$ cat src/rtl/blkxfer_pkg.sv
package blkxfer_pkg;
  typedef enum logic [1:0] {
    ST_IDLE = 2'd0,
    ST_XFER = 2'd1,
    ST_WB   = 2'd2,
    ST_DONE = 2'd3
  } xfer_state_e;
endpackage

$ cat src/rtl/blkxfer_rst_sync.sv
// Asynchronous assertion, synchronous two-stage release.
module blkxfer_rst_sync (
  input  logic clk,
  input  logic rst_n,
  output logic rst_sync_n_o
);
  logic [1:0] sync_q;

  always_ff @(posedge clk or negedge rst_n) begin
    if (!rst_n) sync_q <= 2'b00;
    else        sync_q <= {sync_q[0], 1'b1};
  end

  assign rst_sync_n_o = sync_q[1];
endmodule

$ cat src/rtl/blkxfer_pick.sv
// Finds the lowest set bit of the remaining mask.
module blkxfer_pick #(
  parameter int NREG = 8,
  parameter int IW   = $clog2(NREG)
) (
  input  logic [NREG-1:0] mask_i,
  output logic [NREG-1:0] low_oh_o,
  output logic [IW-1:0]   low_idx_o,
  output logic            only_one_o
);
  assign low_oh_o = mask_i & (~mask_i + NREG'(1));

  for (genvar gb = 0; gb < IW; gb++) begin : g_bit
    logic [NREG-1:0] sel;
    for (genvar gi = 0; gi < NREG; gi++) begin : g_ent
      assign sel[gi] = (((gi >> gb) & 1) == 1) ? 1'b1 : 1'b0;
    end
    assign low_idx_o[gb] = |(low_oh_o & sel);
  end

  assign only_one_o = (|mask_i) && (mask_i == low_oh_o);
endmodule

$ cat src/rtl/blkxfer_fsm.sv
module blkxfer_fsm
  import blkxfer_pkg::*;
(
  input  logic        clk,
  input  logic        rst_n,
  input  logic        start_i,
  input  logic        list_empty_i,
  input  logic        ack_i,
  input  logic        last_i,
  output xfer_state_e state_o
);
  xfer_state_e state_q, state_d;

  always_comb begin
    state_d = state_q;
    unique case (state_q)
      ST_IDLE: if (start_i) state_d = list_empty_i ? ST_DONE : ST_XFER;
      ST_XFER: if (ack_i && last_i) state_d = ST_WB;
      ST_WB:   state_d = ST_DONE;
      ST_DONE: state_d = ST_IDLE;
      default: state_d = ST_IDLE;
    endcase
  end

  always_ff @(posedge clk or negedge rst_n) begin
    if (!rst_n) state_q <= ST_IDLE;
    else        state_q <= state_d;
  end

  assign state_o = state_q;
endmodule

$ cat src/rtl/blkxfer_seq.sv
module blkxfer_seq
  import blkxfer_pkg::*;
#(
  parameter int NREG = 8,
  parameter int IW   = $clog2(NREG),
  parameter int AW   = 32,
  parameter int DW   = 32
) (
  input  logic            clk,
  input  logic            rst_n,
  input  logic            start_i,
  input  logic            dir_load_i,
  input  logic [IW-1:0]   base_idx_i,
  input  logic [NREG-1:0] reg_mask_i,
  input  logic [AW-1:0]   base_addr_i,
  output logic            busy_o,
  output logic            done_o,
  output logic            mem_req_o,
  output logic            mem_we_o,
  output logic [AW-1:0]   mem_addr_o,
  output logic [DW-1:0]   mem_wdata_o,
  input  logic [DW-1:0]   mem_rdata_i,
  input  logic            mem_ack_i,
  output logic [IW-1:0]   rf_rd_idx_o,
  input  logic [DW-1:0]   rf_rd_data_i,
  output logic            rf_wr_en_o,
  output logic [IW-1:0]   rf_wr_idx_o,
  output logic [DW-1:0]   rf_wr_data_o
);
  localparam int STEP = DW / 8;

  logic            rst_int_n;
  xfer_state_e     state;
  logic [NREG-1:0] rem_q, rem_d;
  logic [AW-1:0]   addr_q, addr_d;
  logic            dir_q, sup_q;
  logic [IW-1:0]   bidx_q;
  logic [NREG-1:0] low_oh;
  logic [IW-1:0]   cur_idx;
  logic            last_one;
  logic            accept, step, in_xfer, in_wb, reg_en;

  blkxfer_rst_sync u_rst (
    .clk          (clk),
    .rst_n        (rst_n),
    .rst_sync_n_o (rst_int_n)
  );

  blkxfer_pick #(.NREG(NREG), .IW(IW)) u_pick (
    .mask_i     (rem_q),
    .low_oh_o   (low_oh),
    .low_idx_o  (cur_idx),
    .only_one_o (last_one)
  );

  blkxfer_fsm u_fsm (
    .clk          (clk),
    .rst_n        (rst_int_n),
    .start_i      (start_i),
    .list_empty_i (reg_mask_i == '0),
    .ack_i        (mem_ack_i),
    .last_i       (last_one),
    .state_o      (state)
  );

  assign in_xfer = (state == ST_XFER);
  assign in_wb   = (state == ST_WB);
  assign accept  = (state == ST_IDLE) && start_i;
  assign step    = in_xfer && mem_ack_i;
  assign reg_en  = accept || step;

  // Next values for the walking mask and address.
  always_comb begin
    rem_d  = rem_q;
    addr_d = addr_q;
    if (accept) begin
      rem_d  = reg_mask_i;
      addr_d = base_addr_i;
    end else if (step) begin
      rem_d  = rem_q & ~low_oh;
      addr_d = addr_q + AW'(STEP);
    end
  end

  always_ff @(posedge clk or negedge rst_int_n) begin
    if (!rst_int_n) begin
      rem_q  <= '0;
      addr_q <= '0;
    end else if (reg_en) begin
      rem_q  <= rem_d;
      addr_q <= addr_d;
    end
  end

  // Operation attributes captured at start.
  always_ff @(posedge clk or negedge rst_int_n) begin
    if (!rst_int_n) begin
      dir_q  <= 1'b0;
      sup_q  <= 1'b0;
      bidx_q <= '0;
    end else if (accept) begin
      dir_q  <= dir_load_i;
      sup_q  <= dir_load_i && reg_mask_i[base_idx_i];
      bidx_q <= base_idx_i;
    end
  end

  assign busy_o       = (state != ST_IDLE);
  assign done_o       = (state == ST_DONE);
  assign mem_req_o    = in_xfer;
  assign mem_we_o     = in_xfer && !dir_q;
  assign mem_addr_o   = addr_q;
  assign mem_wdata_o  = (in_xfer && !dir_q) ? rf_rd_data_i : '0;
  assign rf_rd_idx_o  = cur_idx;
  assign rf_wr_en_o   = (step && dir_q) || (in_wb && !sup_q);
  assign rf_wr_idx_o  = in_wb ? bidx_q : cur_idx;
  assign rf_wr_data_o = in_wb ? DW'(addr_q) : mem_rdata_i;
endmodule

$ cat config.mk
export PLATFORM = sky130hd
export DESIGN_NAME = blkxfer_seq
export DESIGN_NICKNAME = d
export VERILOG_FILES = /design/src/rtl/blkxfer_pkg.sv /design/src/rtl/blkxfer_rst_sync.sv /design/src/rtl/blkxfer_pick.sv /design/src/rtl/blkxfer_fsm.sv /design/src/rtl/blkxfer_seq.sv
export SDC_FILE = /design/constraint.sdc
export NUM_CORES = 1
export LEC_CHECK = 0
export BUFFER_PORTS_ARGS = -buffer_cell sky130_fd_sc_hd__buf_2
export CORE_AREA = 2 2 68 119
export DETAILED_ROUTE_END_ITERATION = 7
export DIE_AREA = 0 0 70 121
export PLACE_DENSITY = 0.86
export REMOVE_ABC_BUFFERS = 1
export SYNTH_ARGS = -nofsm -noshare
export SYNTH_HDL_FRONTEND = slang
export SYNTH_SLANG_ARGS = --single-unit
$ cat constraint.sdc
create_clock -name clk -period 3.65 [get_ports clk]
set_input_delay 0.1825 -clock clk [delete_from_list [all_inputs] [get_ports clk]]
set_output_delay 0.1825 -clock clk [all_outputs]
set_load 0.01 [all_outputs]
* Word level (Yosys, flattened, before mapping)
Cells that the tools add are included.
W data, S select, Z words.
** Word-level totals
- Flip-flop bits (word level) :: 49
- Word-level logic and storage cells :: 55
- Input port bits :: 112
- Output and inout port bits :: 107
** Operators by class
- Mux-type cells :: 13
- Equality and inequality tests :: 6
- Reduce and logical (&&, ||, !) cells :: 22
- Bitwise gates (word level) :: 4
- $add $sub $neg :: 2
- Order comparisons :: 1
** Operators with widths (number)
- $mux W32 :: 4
- $add A32 B3 Y32 const B :: 1
- $and A8 B8 Y8 :: 2
- $mux W8 :: 2
- $not A8 Y8 :: 2
- $reduce_or A4 Y1 :: 3
- $add A8 B1 Y8 const B :: 1
- $eq A8 B8 Y1 :: 1
- $logic_and A1 B1 Y1 :: 8
- $logic_not A8 Y1 :: 1
- $pmux W2 S4 :: 1
- $reduce_or A8 Y1 :: 1
- $mux W2 :: 3
- $eq A2 B2 Y1 const B :: 2
- $lt A3 B4 Y1 const B :: 1
- $reduce_and A2 Y1 :: 2
- $reduce_bool A2 Y1 :: 2
- $bmux W1 S3 :: 1
- $mux W3 :: 1
- $eq A2 B1 Y1 const B :: 1
- $logic_not A1 Y1 :: 2
- $logic_not A2 Y1 :: 1
- $logic_or A1 B1 Y1 :: 2
- $ne A2 B1 Y1 const B :: 1
- other kinds (2) :: 2

* Longest topological paths before layout
- Word-level depth :: 8
- Mapped depth :: 8
- Depth with buffers taken out :: 7

* By module
Synthesis repeated with hierarchy kept, for this count alone.
** Second synthesis, totals
- Cell total of the unflattened synthesis :: 401
- Area, all modules :: 3469.6 um2
** By module, submodules not included
- blkxfer_seq :: cells an instance 350, area each 3036.7 um2, times used 1
- blkxfer_pick :: cells an instance 34, area each 224.0 um2, times used 1
- blkxfer_fsm :: cells an instance 14, area each 155.1 um2, times used 1
- blkxfer_rst_sync :: cells an instance 3, area each 53.8 um2, times used 1

* Worst setup path before layout
OpenSTA, ideal clock, no wires.
- Path type :: flip-flop to flip-flop
- Start :: register u_fsm.state_q[1], in the netlist u_fsm.state_o[1]
- End :: register addr_q[30], in the netlist mem_addr_o[30]
- Stages on the path, launching flop included :: 9
- Slack :: 1779 ps
- Arrival time :: 1736 ps
- Clock period less this slack :: 1871 ps
- Path buffers :: 1
- Setup time :: 135 ps
- Cell sequence :: dfrtp_1 > inv_1 > ha_1 > and4_1 > buf_2 > nand3_1 > nor4_1 > xnor2_1 > o21ai_0
** Between the ends
- Word-level cells in the longest chain between the ends :: 4
** RTL lines
- start: declaration :: RTL line blkxfer_fsm.sv:12 : xfer_state_e state_q, state_d;
- start signal: assignment :: RTL line blkxfer_fsm.sv:27 : else state_q <= state_d;
- $eq A2 B1 Y1 * :: RTL line blkxfer_seq.sv:66 : assign in_xfer = (state == ST_XFER);
- via mem_req_o :: RTL line blkxfer_seq.sv:18 : output logic mem_req_o,
- $logic_and A1 B1 Y1 * :: RTL line blkxfer_seq.sv:69 : assign step = in_xfer && mem_ack_i;
- $reduce_bool A2 Y1 (no line) / $logic_or A1 B1 Y1 (equally long branches)
- $reduce_and A2 Y1 (no line) *
- end signal: assignment :: RTL line blkxfer_seq.sv:91 : addr_q <= addr_d;
- end: declaration :: RTL line blkxfer_seq.sv:35 : logic [AW-1:0] addr_q, addr_d;
Mark *: on every way through the listed nets, which the timed path passes. The rest lies on a longest branch.
A chain may end at the register's enable or synchronous reset.

* Final worst setup path
- Start :: register u_fsm.state_q[0], in the netlist u_fsm.state_o[0]
- End :: output rf_wr_idx_o[1]
** Between the ends
- Word-level cells in the longest chain between the ends :: 2
** RTL lines
- $eq A2 B2 Y1 :: RTL line blkxfer_seq.sv:67 : assign in_wb = (state == ST_WB);
- $mux W3 :: RTL line blkxfer_seq.sv:116 : assign rf_wr_idx_o = in_wb ? bidx_q : cur_idx;
- end: declaration :: RTL line blkxfer_seq.sv:27 : output logic [IW-1:0] rf_wr_idx_o,
Every way passes these cells.

==> impl_metrics.yaml <==
global_routing:
  grt_max_degree: 48
  grt_usage: 0.2944
  antenna_found_initial: 7
  grt_pass1_vias: 3757
  grt_overflow_total: 0
  grt_pass1_wl_mm: 19.25
clocking:
  htreeDepth: 2
  cts_resized: 0
  clock_latency_ns: 0.30
  max-clock-path-buffers: 2
  cts_tree: "built"
  cts_root_buf: "clkbuf_16"
  cts.sinks: 49
  cts_made_buffers: 5
  clk_pin_slew_ns: 0.07
worst_setup_path:
  r2r_end: "mem_addr_o[19]"
  startpoint_type: "register"
  reg2reg_depth: 7
  criticalPathCategory: "reg -> out"
  crit_fanout: 36
  r2r_start: "u_fsm.state_o[1]"
  reg2reg_slack_ns: 1.44
  crit_arrival_ns: 2.32
  worstSetupEndpointType: "primary output"
  critical_path_required_ns: 3.47
  crit_end: "rf_wr_idx_o[1]"
  cp-startpoint: "u_fsm.state_o[0]"
job:
  max-cap-violations: 0
drt:
  vias: 3824
  drc: 0
  post_drt_via_cell_ratio: 5.502
  wl_per_cell_um: 18.05
  wl_mm: 12.54
  first_pass_iters: 5
  ant_nets: 0
  drt_iter0_markers: 268
cells_and_area:
  stdcell_area_um2: 4677
  area_growth_syn_to_layout_pct: 39.06
  nNetsFinal: 719
  mostFrequentLayoutCells: "218 x buf_2, 84 x nand2_1, 48 x dfrtp_1"
  fillers: 650
  layout_commonest_cell: "buf_2"
  drive_gt1_frac: 0.4518
pwr:
  p_per_area_nw_per_um2: 773.4
  power.leakage_nw: 2.311
  ir_drop_mv: 0.4069
yosys:
  syn_avg_cell_area_um2: 8.558
  ys_seq_area_frac: 0.3646
  synthDistinctLibCells: 37
  synth_seq_cells: 49
  synth-main-ff-cell: "dfrtp_1"
  postSynth.asyncResetShare: 1.000
  synth_edf_count: 0
  syn_inst: 393
  yosysWarnings: 0
  syn_area_um2: 3363
placed_design:
  portBuffers: 218
  dp.final_hpwl_mm: 10.05
  place_congestion: 0.9170
  place_area_um2: 4502
run_status:
  outcome: "completed"
worst_hold_path:
  hp-class: "in -> reg"
  hold_depth: 3
floorplan:
  pin_count: 219
  row_count: 42
  core_um2: 7462
  die_y_um: 121
  fp.dieW_um: 70
  start_util: 0.4507
  dieArea_um2: 8470
timing:
  slew_violations: 0
  fin_crit_ns: 2.498
  setup_tns_ns: 0
  rsz0062_at_grt: "no"
  tightest_slew_ns: 1.081
  setup_viol_count_final: 0
  clock-skew-final_ns: 0.004773
  finalCritPeriodShare: 0.6844
  hold_viol: 0
  fmax_ghz: 0.4003
  max_slew_margin: 0.2794
## report_power, final
group          internal (mW)  switching, mW
combinational          0.887           1.06
sequential             0.792          0.390
clock                  0.273          0.213
## routing by layer
layer | track usage | vias to the layer above | share of wire | wire length (µm)
met5 | 0 | - | 0.0035 | 44
met1 | 0.3253 | 1801 | 0.36 | 4498
li1 | - | 1772 | - | -
met4 | 0.09014 | 6 | 0.024 | 298
met3 | 0.1071 | 29 | 0.11 | 1363
met2 | 0.5220 | 216 | 0.51 | 6337
## worst max-delay path, stage by stage, from the launching register on
cell and delay [ns]:
dfrtp_1 0.41, inv_1 0.14, ha_2 0.80, inv_1 0.20, mux2_2 0.32, buf_2 0.14
## through the flow
step	cells	hold WS (ns)	power [mW]	worst slack, ns	util
global placement	681	-0.02897	3.073	1.608	0.6033
detailed placement	681	-0.03210	3.129	1.468	0.6033
global route	690	0.08836	3.861	1.055	0.6251
CTS	690	0.07824	3.623	1.153	0.6251
floorplan	373	-0.1131	2.263	1.413	-
finish	695	0.08010	3.617	1.152	0.6268
## flip-flops by register name, summed over array words and instances, names as in the netlist
| signal | count |
|---|---|
| mem_addr_o | 32 |
| bidx_q | 3 |
| u_fsm.state_o | 2 |
| dir_q | 1 |
| rem_q | 8 |
| sup_q | 1 |
| u_rst.sync_q | 2 |
## how the worst min path moves through the flow
stage / start / to
floorplan: rst_n / u_rst.sync_q[0]
global placement: rst_n / u_rst.sync_q[0]
detailed placement: rst_n / u_rst.sync_q[0]
CTS: base_addr_i[1] / mem_addr_o[1]
global route: base_addr_i[0] / mem_addr_o[0]
finish: base_addr_i[0] / mem_addr_o[0]
## synth_stat cells, drive strengths merged, types with 9 or more instances
| cell type | instances | area [µm²] |
|---|---|---|
| nand4 | 9 | 56.30 |
| nor2 | 15 | 56.30 |
| mux2 | 34 | 382.9 |
| xnor2 | 21 | 183.9 |
| nand2 | 84 | 315.3 |
| dfrtp | 49 | 1226 |
| and2 | 37 | 231.5 |
| o21ai | 39 | 195.2 |
| clkbuf | 13 | 48.80 |
| nand3 | 11 | 55.05 |
| nor4 | 10 | 81.33 |
## layout make-up
cell class | count | area (µm²) | area share
multi-input cells | 317 | 2032 | 0.4345
clock inverters | 2 | 13.76 | 0.002943
repair buffers | 221 | 1116 | 0.2386
inverters | 7 | 26.28 | 0.005618
flip-flops and latches | 49 | 1227 | 0.2624
diodes | 5 | 12.51 | 0.002675
clock buffers | 6 | 138.9 | 0.02969
well taps | 88 | 110.1 | 0.02354
## logic make-up after synthesis
| group | Yosys count | share of synthesized area |
|---|---|---|
| multiplexers | 39 | 0.1362 |
| other | 1 | 0.001115 |
| buffers and inverters | 27 | 0.03237 |
| adder cells (fa/ha/maj) | 6 | 0.02232 |
| XOR/XNOR | 28 | 0.07292 |
| AO/OA/AOI/OAI | 54 | 0.08779 |
| AND/OR/NAND/NOR | 189 | 0.2827 |
| flip-flops | 49 | 0.3646 |
## repair_timing
action / 4_1_cts / 5_1_grt
setup buffers: 0 / 0
endpoints found under the hold margin: 2 / 0
hold buffers: 1 / 0
endpoints found under the setup margin: 0 / 0
Power figures use the tool's default switching activity.
